==> src/rtl/gated_fifo_writer.sv <==
module gated_fifo_writer #(
  parameter int DW        = 8,
  parameter int LW        = 16,
  parameter int PERIOD    = 16,
  parameter int DATA_AT   = 1,
  parameter int STROBE_AT = 9,
  parameter int BURST_MAX = 256
) (
  input  logic          clk,
  input  logic          rst_n,
  input  logic          start_i,
  input  logic [LW-1:0] len_i,
  output logic          busy_o,
  output logic          done_o,
  output logic          err_o,
  input  logic [DW-1:0] src_data_i,
  input  logic          src_valid_i,
  output logic          src_ready_o,
  input  logic          space_n_i,
  input  logic          rxrdy_n_i,
  output logic [DW-1:0] data_o,
  output logic          wr_n_o,
  output logic          rd_n_o
);
  localparam int CW = $clog2(PERIOD);
  localparam int BW = $clog2(BURST_MAX + 1);
  localparam logic [LW:0]   BMAX    = (LW+1)'(BURST_MAX);
  localparam logic [CW-1:0] C_DATA  = CW'(DATA_AT);
  localparam logic [CW-1:0] C_STRB  = CW'(STROBE_AT);
  localparam logic [CW-1:0] C_LAST  = CW'(PERIOD - 1);

  typedef enum logic [1:0] {S_WAIT, S_IDLE, S_RUN, S_GAP} state_t;

  state_t        st;
  logic [CW-1:0] cnt;
  logic [BW-1:0] burst_left;
  logic [LW-1:0] remain;
  logic [DW-1:0] data_q;
  logic          err_q;

  logic          run, at_data, step, take, accept;
  logic [LW-1:0] seg_src, seg_rest;
  logic [BW-1:0] seg_len;
  logic          big;

  assign run     = (st == S_RUN);
  assign at_data = run && (cnt == C_DATA);
  assign step    = run && !space_n_i && (cnt != C_DATA || src_valid_i);
  assign take    = at_data && !space_n_i && src_valid_i;
  assign accept  = (st == S_IDLE) && start_i && (len_i != '0);

  assign seg_src  = (st == S_IDLE) ? len_i : remain;
  assign big      = {1'b0, seg_src} > BMAX;
  assign seg_len  = big ? BW'(BURST_MAX) : seg_src[BW-1:0];
  assign seg_rest = big ? seg_src - LW'(BURST_MAX) : '0;

  always_ff @(posedge clk) begin
    if (!rst_n) begin
      st         <= S_WAIT;
      cnt        <= '0;
      burst_left <= '0;
      remain     <= '0;
      data_q     <= '0;
      err_q      <= 1'b0;
    end else begin
      err_q <= (st == S_IDLE) && start_i && (len_i == '0);
      case (st)
        S_WAIT: if (!rxrdy_n_i) st <= S_IDLE;
        S_IDLE: if (accept) begin
          burst_left <= seg_len;
          remain     <= seg_rest;
          cnt        <= '0;
          st         <= S_RUN;
        end
        S_RUN: begin
          if (take) data_q <= src_data_i;
          if (step) begin
            if (cnt == C_LAST) begin
              cnt        <= '0;
              burst_left <= burst_left - 1'b1;
              if (burst_left == BW'(1)) st <= S_GAP;
            end else begin
              cnt <= cnt + 1'b1;
            end
          end
        end
        default: begin
          if (remain == '0) begin
            st <= S_IDLE;
          end else begin
            burst_left <= seg_len;
            remain     <= seg_rest;
            cnt        <= '0;
            st         <= S_RUN;
          end
        end
      endcase
    end
  end

  assign busy_o      = run || (st == S_GAP);
  assign done_o      = (st == S_GAP) && (remain == '0);
  assign err_o       = err_q;
  assign src_ready_o = at_data && !space_n_i;
  assign data_o      = data_q;
  assign wr_n_o      = !(run && cnt >= C_STRB);
  assign rd_n_o      = 1'b1;
endmodule

==> config.mk <==
export PLATFORM = sky130hd
export DESIGN_NAME = gated_fifo_writer
export DESIGN_NICKNAME = d
export VERILOG_FILES = /design/src/rtl/gated_fifo_writer.sv
export SDC_FILE = /design/constraint.sdc
export NUM_CORES = 1
export LEC_CHECK = 0
export BUFFER_PORTS_ARGS = -buffer_cell sky130_fd_sc_hd__buf_2
export CAP_MARGIN = 20
export CORE_MARGIN = 10
export CORE_UTILIZATION = 45
export CTS_CLUSTER_DIAMETER = 30
export DETAILED_ROUTE_END_ITERATION = 6
export PLACE_DENSITY = 0.66
export SKIP_LAST_GASP = 1
export SYNTH_ARGS = -nofsm -noshare
export SYNTH_HDL_FRONTEND = slang
export SYNTH_SLANG_ARGS = --single-unit
==> constraint.sdc <==
create_clock -name clk -period 3.4 [get_ports clk]
set_clock_uncertainty 0.2 [all_clocks]
set_input_delay 0.17 -clock clk [delete_from_list [all_inputs] [get_ports clk]]
set_output_delay 0.17 -clock clk [all_outputs]
set_load 0.02 [all_outputs]
==> results of run 1 <==
[kinds of logic (layout without fill, tap and decap cells)]
group | after synthesis | in the layout
fa+ha+maj | 11 | 11
other cells | 1 | 1
xor+xnor | 7 | 7
flops | 40 | 40
buf+inv | 31 | 78
mux | 25 | 25
compound gates | 66 | 66
simple gates | 120 | 120
[metal layers]
layer	vias to the layer above	GRT usage, %	wire length, um
met4	0	5.28	114
met3	12	3.97	455
met2	72	24.5	2990
li1	1197	-	-
met1	1109	18.4	3070
met5	-	0	0
[worst reg2reg max path: stages, from the launching register on]
cell and delay (ns):
dfxtp_1 0.34, inv_1 0.11, ha_1 0.35, mux2i_1 0.32, inv_1 0.10, ha_1 0.23, a41oi_1 0.27, nand2_1 0.15
nand2_1 0.36, nand2_1 0.18, o22ai_1 0.20
[worst paths after layout]
path / from / endpoint / slack, ns / depth (start not counted)
max: st[1] / remain[6] / 0.52 / 10
min: len_i[8] / remain[8] / 0.09 / 4
max reg2reg: st[1] / remain[6] / 0.52 / 10
min reg2reg: remain[2] / remain[2] / 0.30 / 2
[sequential cells by signal (all words and copies together), names as in the netlist]
name and flops:
cnt 4, st 2, burst_left 9, data_o 8, err_o 1, remain 16
[power groups by stage]
stage	registers (uW)	clock network (uW)	logic [uW]
after floorplan	582	0	1080
after global placement	595	0	1310
after detailed placement	597	0	1310
after CTS	586	340	1330
after global routing	597	354	1500
final	588	329	1340
[through the flow]
step	cells	power, uW	utilization, %
2_1_floorplan	301	1660	-
3_3_place_gp	400	1900	50.8
3_5_place_dp	400	1910	50.8
4_1_cts	420	2260	54.7
5_1_grt	420	2450	54.7
6_report	420	2260	54.7
[area by class of cell]
cell class / instances / area share, %
tap: 72 / 2.97
inverter: 12 / 1.49
timing repair buffer: 58 / 11.9
sequential: 40 / 26.4
multi-input combinational: 230 / 54.1
clock buffer: 7 / 2.85
clock inverter: 1 / 0.248
[placed cells by master, fill, tap and decap left out, types with 3 or more instances in the layout]
| cell | instances |
|---|---|
| inv_1 | 12 |
| nand2_1 | 34 |
| o211a_1 | 3 |
| mux2i_1 | 23 |
| nor4_2 | 5 |
| a21boi_0 | 14 |
| nor2b_1 | 10 |
| nand3b_1 | 7 |
| clkbuf_8 | 6 |
| a32o_1 | 8 |
| dfxtp_1 | 40 |
| nand3_1 | 19 |
| a21oi_1 | 4 |
| o21ai_0 | 8 |
| ha_1 | 11 |
| buf_2 | 42 |
| dlygate4sd3_1 | 12 |
| nor2_1 | 10 |
| nor4b_1 | 3 |
| o32ai_1 | 4 |
| buf_4 | 4 |
| o22ai_1 | 5 |
| nand2b_1 | 4 |
| xor2_1 | 5 |
| a31oi_1 | 3 |
| nor4_1 | 4 |
| nor3_1 | 10 |
==> flow_metrics.py, run 1 <==
metrics = {
    "status": {
        "outcome": "completed",
    },
    "cells_and_area": {
        "finalInstanceArea_mm2": 0.00303,
        "areaGrowthSynthToFinish_pct": 16.8,
        "drive_gt1_share_pct": 19.3,
        "n_fill_cell": 532,
        "antennaDiodeCount": 0,
        "nNetsFinal": 388,
        "multi_input_area_mm2": 0.00164,
        "seqCellArea_um2": 801,
    },
    "logic_synthesis": {
        "yosys_register_bits": 40,
        "synthTopCellsByArea": "dfxtp_1, mux2i_1, ha_1",
        "synth_cell_type_count": 55,
        "yosys.area_share.xor_xnor_pct": 2.36,
        "synth.most_common_cell": "dfxtp_1",
        "synth-simple-area-share_pct": 25.6,
        "syn_nets": 342,
        "synth_compound_area_share_pct": 20.0,
        "netlist.area_leader.share_pct": 30.9,
        "ys.flop_type": "dfxtp_1",
        "syn_area_mm2": 0.00259,
        "netlist_instances": 301,
        "yosys-mux-area-fraction_pct": 9.74,
        "syn_avg_cell_area_um2": 8.62,
        "yosysWarnings": 0,
        "synth.top_cells.by_count": "dfxtp_1, nand2_1, mux2i_1",
        "synth_seq_area_share_pct": 30.9,
        "synth_top_family_by_area": "simple AND/OR/NAND/NOR gates",
        "async_flop_share_pct": 0,
        "yosys.area.top_type": "dfxtp_1",
        "synthAdderAreaFrac_pct": 5.31,
        "synth_edf_count": 0,
    },
    "clock_network": {
        "cts_buffer_depth": 2,
        "cts_tree": "done",
        "cts_sinks": 40,
        "h-tree-depth": 2,
        "postCtsSetupBuffers": 0,
        "cts-hold-fix-buffers": 12,
        "numCtsBuffers": 5,
        "clk_pin_slew_ns": 0.08,
        "clock_latency_ns": 0.29,
        "cts-root-buf": "clkbuf_8",
        "cts-resized-gates": 0,
    },
    "critical_path": {
        "worst-path-max-fanout": 12,
        "cpPeakStageDelay_ns": 0.36,
        "crit_type": "reg2reg",
        "crit_slowest_cell": "nand2_1",
        "path_cells": "inv_1, ha_1, mux2i_1, inv_1, ha_1, a41oi_1, nand2_1, nand2_1, nand2_1, o22ai_1",
        "required_ns": 3.42,
        "cp.arrival_ns": 2.90,
        "cp.buffers_inverters": 2,
        "cp-end-kind": "register",
        "cp_top_family": "simple AND/OR/NAND/NOR gates",
        "cpMostUsedCell": "nand2_1",
        "cp-start-kind": "register",
    },
    "timing": {
        "fmax_mhz": 347,
        "slew_viol_final": 0,
        "rsz0062_at_grt": "false",
        "finalSetupViolCount": 0,
        "hold_viol_final": 0,
        "worst_pin_slew_ns": 0.748,
        "finalCriticalPeriod_ns": 2.88,
        "fin_ws_ns": 0.521,
        "period_share_pct": 84.7,
        "slew_headroom_pct": 50.1,
        "finalSetupTns_ns": 0,
        "timing.hold.ws_ns": 0.0907,
    },
    "power_and_ir_drop": {
        "powerDensity_mw_per_mm2": 746,
        "peakVddDrop_mv": 0.417,
        "clkPwrFrac_pct": 14.5,
        "p_sw_uw": 1040,
        "combPwrFrac_pct": 59.4,
        "switching_share_pct": 46.2,
        "seqPwrFrac_pct": 26.0,
        "static-leakage-power_uw": 0.00125,
        "p_int_uw": 1210,
    },
    "route": {
        "drtPass1Iterations": 5,
        "vias": 2390,
        "drc_errors": 0,
        "wl_um": 6630,
        "wire_per_inst_um": 15.8,
        "ant_nets": 0,
        "drt_iter0_markers": 118,
        "drt-vias-per-instance": 5.69,
    },
    "die": {
        "die_h_um": 95.9,
        "fp.coreArea_mm2": 0.00554,
        "initial_utilization_pct": 46.8,
        "die_w_um": 95.9,
        "ios": 44,
        "die_area_mm2": 0.00920,
        "rows": 27,
    },
    "place": {
        "dpl.hpwl_um": 4790,
        "place_area_mm2": 0.00282,
        "io_buffer_count": 42,
        "gp_congestion": 0.855,
        "dp_slack_ns": 0.605,
    },
    "global_route": {
        "grt_max_degree": 48,
        "grt_pass1_wl_um": 11100,
        "antenna_found_initial": 0,
        "grt_usage_pct": 14.9,
        "grt_overflow_total": 0,
        "grt_pass1_vias": 2323,
    },
    "min_path": {
        "hold_class": "in2reg",
    },
    "job": {
        "max-cap-violations": 0,
    },
}
(Power assumes the default switching activity.)
==> run 2: changes to the inputs <==
==> constraint.sdc (replaced) <==
create_clock -name clk -period 2.7 [get_ports clk]
set_clock_uncertainty 0.2 [all_clocks]
set_input_delay 0.135 -clock clk [delete_from_list [all_inputs] [get_ports clk]]
set_output_delay 0.135 -clock clk [all_outputs]
set_load 0.02 [all_outputs]
==> run 2 against run 1 <==
Die area did not move. Cell area rose by 3.6%. Sequential share of layout area fell by 0.93 points. Non-clock buffer count rose by 9. Clock power rose by 63%. Total power rose by 37%. Sequential cell count did not move. Critical path type is now in2reg. Critical endpoint is now remain[8]. Largest power group unchanged. Highest routed layer unchanged.
==> flow_metrics.py, run 2 (synthesis gave the netlist of run 1 again) <==
metrics = {
    "status": {
        "outcome": "completed",
    },
    "place": {
        "io_buffer_count": 42,
        "dpl.hpwl_um": 5030,
        "dp_slack_ns": 0.210,
        "gp_congestion": 0.840,
    },
    "timing": {
        "hold_viol_final": 0,
        "finalSetupViolCount": 0,
        "fin_ws_ns": 0.251,
        "slew_viol_final": 0,
        "finalCriticalPeriod_ns": 2.45,
        "worst_pin_slew_ns": 0.723,
        "fmax_mhz": 408,
        "slew_headroom_pct": 51.8,
        "period_share_pct": 90.7,
        "rsz0062_at_grt": "false",
        "finalSetupTns_ns": 0,
    },
    "critical_path": {
        "cp.arrival_ns": 2.47,
        "cp-start-kind": "input port",
        "startpoint": "len_i[7]",
        "cp-end-kind": "register",
        "path_cells": "dlygate4sd3_1, buf_2, nor4_2, nand2_1, or2_1, a32oi_2, buf_4, nand2_1, a21boi_0",
        "rrSetupSlack_ns": 0.25,
        "cp_top_family": "simple AND/OR/NAND/NOR gates",
        "cpPeakStageDelay_ns": 0.53,
        "required_ns": 2.72,
        "r2r_cells": 10,
        "worstReg2RegStart": "st[1]",
        "r2r-end": "remain[7]",
        "crit_type": "in2reg",
        "cpMostUsedCell": "nand2_1",
        "worst-path-max-fanout": 10,
        "cp.buffers_inverters": 3,
        "crit_slowest_cell": "dlygate4sd3_1",
    },
    "clock_network": {
        "h-tree-depth": 2,
        "numCtsBuffers": 5,
        "cts_tree": "done",
        "postCtsSetupBuffers": 0,
        "cts-root-buf": "clkbuf_8",
        "clock_latency_ns": 0.30,
        "cts_sinks": 40,
        "clk_pin_slew_ns": 0.07,
        "cts_buffer_depth": 2,
    },
    "global_route": {
        "antenna_found_initial": 0,
        "grt_overflow_total": 0,
        "grt_pass1_vias": 2300,
        "grt_pass1_wl_um": 11100,
        "grt_max_degree": 48,
        "grt_usage_pct": 15.0,
    },
    "route": {
        "wire_per_inst_um": 15.7,
        "ant_nets": 0,
        "vias": 2417,
        "met2_length_um": 3140,
        "drt_iter0_markers": 183,
        "drc_errors": 0,
        "wl_met1_um": 3110,
        "drtPass1Iterations": 4,
        "drt-vias-per-instance": 5.63,
        "wl_um": 6750,
        "top_layer_used": "met4",
        "wl_met3_um": 436,
    },
    "min_path": {
        "hp-start": "rxrdy_n_i",
        "whs_path_depth": 3,
        "hold_path_end": "st[0]",
        "hold_class": "in2reg",
    },
    "cells_and_area": {
        "areaGrowthSynthToFinish_pct": 21.0,
        "drive_gt1_share_pct": 22.1,
        "antennaDiodeCount": 0,
        "n_fill_cell": 520,
        "final_common_cell": "buf_2",
        "regMostFlops": "remain",
        "largest_reg_flops": 16,
        "mostFrequentLayoutCells": "buf_2, dfxtp_1, nand2_1, mux2i_1, nand3_1",
        "nNetsFinal": 397,
    },
    "power_and_ir_drop": {
        "static-leakage-power_uw": 0.00131,
        "peakVddDrop_mv": 0.442,
        "powerDensity_mw_per_mm2": 985,
    },
    "die": {
        "fp.coreArea_mm2": 0.00554,
        "die_w_um": 95.9,
        "die_h_um": 95.9,
        "rows": 27,
        "initial_utilization_pct": 46.8,
        "die_area_mm2": 0.00920,
        "ios": 44,
    },
    "job": {
        "max-cap-violations": 0,
    },
}
run 2: changes by cell type in the layout (fill, tap and decap cells not counted):
| cell | delta |
|---|---|
| bufinv_16 | +1 |
| ha_1 | -1 |
| buf_4 | +9 |
| ha_2 | +1 |
| a41oi_2 | +1 |
| a41oi_1 | -1 |
| clkbuf_8 | +1 |
| clkbuf_1 | -1 |
| clkinvlp_4 | -1 |
run 2: worst max path at each step:
stage                    endpoint  slack (ns)  cells after the start
floorplan           burst_left[8]        0.06                     12
global placement        remain[3]        0.28                     10
detailed placement      remain[0]        0.21                     11
CTS                     remain[0]        0.18                     11
global route            data_o[5]        0.01                      7
finish                  remain[8]        0.25                      9
run 2: through the flow:
stage                     cell area (um^2)  hold slack, ns  power (uW)  util [%]  instances
after floorplan                       2600          0.0967        2100         -        301
after global placement                2880           0.191        2510      52.0        409
after detailed placement              2880           0.199        2530      52.0        409
after CTS                             3130          0.0565        3080      56.5        429
after global routing                  3140          0.0596        3350      56.7        429
final                                 3140          0.0600        3090      56.7        429
run 2: metal layers:
layer / vias up / GRT usage, %
met1: 1132 / 19.8
met2: 65 / 23.4
li1: 1213 / -
met5: - / 0
met3: 7 / 4.36
met4: 0 / 4.18
run 2: where the power goes:
group	internal [uW]	switching [uW]
Combinational	755	1060
Sequential	665	75.3
Clock	326	208
Total	1750	1340
run 2: final cells by class:
| type | count | area [um^2] | share of cell area (%) |
|---|---|---|---|
| Clock inverter | 1 | 30.0 | 0.957 |
| Inverter | 12 | 45.0 | 1.43 |
| Clock buffer | 7 | 96.3 | 3.07 |
| Tap cell | 72 | 90.1 | 2.87 |
| Timing Repair Buffer | 67 | 428 | 13.6 |
| Multi-Input combinational cell | 230 | 1650 | 52.5 |
| Sequential cell | 40 | 801 | 25.5 |
run 2: what timing repair did:
| item | 4_1_cts | 5_1_grt |
|---|---|---|
| resized for setup | 0 | 2 |
| hold endpoints to repair | 12 | 0 |
| hold buffers | 12 | 0 |
| endpoints found under the setup margin | 0 | 10 |
run 2: worst min-delay path: cells and delay by family:
family / cells / cell delay (ns)
compound gates: 2 / 0.28
buf+inv: 1 / 0.09
==> run 3: changes to the inputs <==
--- a/config.mk
+++ b/config.mk
@@ -7,11 +7,13 @@
 export LEC_CHECK = 0
 export BUFFER_PORTS_ARGS = -buffer_cell sky130_fd_sc_hd__buf_2
 export CAP_MARGIN = 20
+export CELL_PAD_IN_SITES_DETAIL_PLACEMENT = 0
+export CELL_PAD_IN_SITES_GLOBAL_PLACEMENT = 1
 export CORE_MARGIN = 10
-export CORE_UTILIZATION = 45
+export CORE_UTILIZATION = 42
 export CTS_CLUSTER_DIAMETER = 30
 export DETAILED_ROUTE_END_ITERATION = 6
-export PLACE_DENSITY = 0.66
+export PLACE_DENSITY = 0.8
 export SKIP_LAST_GASP = 1
 export SYNTH_ARGS = -nofsm -noshare
 export SYNTH_HDL_FRONTEND = slang
==> run 3 against run 2 <==
Highest routed layer unchanged. Critical path depth unchanged. Hold slack improved by 0.026 ns. Largest power group unchanged. Die area increased by 5.6%. Clock power decreased by 24%. Non-clock buffer count increased by 3. Wire length decreased by 0.49%. Total power decreased by 3.6%. Sequential power about the same. Via count decreased by 0.79%. Clock-buffer cell count increased by 1.
==> flow_metrics.py, run 3 (synthesis gave the netlist of run 1 again) <==
metrics = {
    "clock_network": {
        "h-tree-depth": 2,
        "postCtsSetupBuffers": 0,
        "cts_sinks": 40,
        "clock_latency_ns": 0.29,
        "cts-root-buf": "clkbuf_8",
        "cts_buffer_depth": 2,
        "clk_pin_slew_ns": 0.08,
        "cts_tree": "done",
        "numCtsBuffers": 5,
    },
    "critical_path": {
        "path_cells": "inv_1, ha_1, nor4b_1, o21ai_1, o311ai_2, buf_4, a2111oi_2, o211ai_1, o211a_1",
        "crit_type": "reg2reg",
        "required_ns": 2.68,
        "worst-path-max-fanout": 4,
        "cp.arrival_ns": 2.45,
        "cpPeakStageDelay_ns": 0.47,
        "cp-start-kind": "register",
        "cp-end-kind": "register",
        "cp.buffers_inverters": 2,
        "cp_top_family": "compound AO/OA/AOI/OAI gates",
        "crit_slowest_cell": "a2111oi_2",
        "rrSetupSlack_ns": 0.22,
    },
    "route": {
        "ant_nets": 0,
        "drt_iter0_markers": 171,
        "drtPass1Iterations": 4,
        "drt-vias-per-instance": 5.51,
        "drc_errors": 0,
        "wire_per_inst_um": 15.4,
        "vias": 2398,
        "wl_um": 6710,
    },
    "timing": {
        "slew_headroom_pct": 49.9,
        "worst_pin_slew_ns": 0.752,
        "finalCriticalPeriod_ns": 2.48,
        "fmax_mhz": 404,
        "hold_viol_final": 0,
        "period_share_pct": 91.7,
        "rsz0062_at_grt": "false",
        "finalSetupTns_ns": 0,
        "slew_viol_final": 0,
        "finalSetupViolCount": 0,
    },
    "power_and_ir_drop": {
        "peakVddDrop_mv": 0.452,
        "powerDensity_mw_per_mm2": 953,
        "total_power_uw": 2980,
        "static-leakage-power_uw": 0.00130,
    },
    "cells_and_area": {
        "largest_reg_flops": 16,
        "mostFrequentLayoutCells": "buf_2, dfxtp_1, nand2_1, mux2i_1, nand3_1",
        "nNetsFinal": 400,
        "drive_gt1_share_pct": 22.5,
        "multi_input_area_mm2": 0.00165,
        "regMostFlops": "remain",
        "seqCellArea_um2": 801,
        "final_common_cell": "buf_2",
        "n_fill_cell": 563,
        "fin_cells": 435,
        "areaGrowthSynthToFinish_pct": 20.6,
        "antennaDiodeCount": 0,
    },
    "global_route": {
        "grt_max_degree": 48,
        "grt_pass1_wl_um": 11500,
        "grt_usage_pct": 13.8,
        "antenna_found_initial": 0,
        "grt_overflow_total": 0,
        "grt_pass1_vias": 2350,
    },
    "die": {
        "initial_utilization_pct": 43.6,
        "die_w_um": 98.6,
        "die_area_mm2": 0.00972,
        "die_h_um": 98.6,
        "fp.coreArea_mm2": 0.00596,
        "ios": 44,
        "rows": 28,
    },
    "job": {
        "max-cap-violations": 0,
    },
    "place": {
        "placedCellCount": 415,
        "dpl.hpwl_um": 5020,
        "io_buffer_count": 42,
        "gp_congestion": 0.823,
    },
    "min_path": {
        "hold_class": "in2reg",
    },
    "status": {
        "outcome": "completed",
    },
}
run 3: report_power, final:
group          internal (uW)  switching [uW]
Combinational            776            1060
Clock                    208             198
Sequential               665            75.4
Total                   1650            1330
run 3: through the flow:
| stage | hold WS, ns | util, % | instance area (um^2) | setup WS, ns |
|---|---|---|---|---|
| 6_report | 0.0856 | 52.5 | 3130 | 0.225 |
| 5_1_grt | 0.0872 | 52.5 | 3130 | 0.00604 |
| 4_1_cts | 0.0660 | 52.4 | 3120 | 0.131 |
| 3_5_place_dp | 0.194 | 48.8 | 2910 | 0.177 |
| 3_3_place_gp | 0.194 | 48.8 | 2910 | 0.218 |
| 2_1_floorplan | 0.0967 | - | 2600 | 0.0562 |
run 3: tightest hold or removal path, cell delays in order:
cell and delay [ns]:
buf_2 0.11, and2_1 0.18, nand2_1 0.07, nor2_1 0.03
run 3: final cells by class:
class,count,share of cell area (%)
Clock buffer,8,2.88
Inverter,12,1.44
Multi-Input combinational cell,230,52.7
Sequential cell,40,25.6
Tap cell,75,3.00
Timing Repair Buffer,70,14.4
run 3: timing repair:
item                                   in CTS  in global routing
hold buffers                               12                  0
setup endpoints to repair                   0                 11
endpoints found under the hold margin      12                  0
resized for setup                           0                  3
run 3: final timing paths:
path / startpoint / to / cells past startpoint
worst max-delay path: cnt[1] / st[0] / 9
worst max register to register: cnt[1] / st[0] / 9
worst min-delay path: start_i / err_o / 4
worst min register to register: remain[5] / remain[5] / 2
run 3: layer usage:
metal,track usage (%),part of all wire [%],vias to the layer above
met4,4.30,1.0,0
met1,18.8,48,1106
met5,0,0,-
met3,3.63,6.7,6
met2,20.7,44,68
li1,-,-,1218
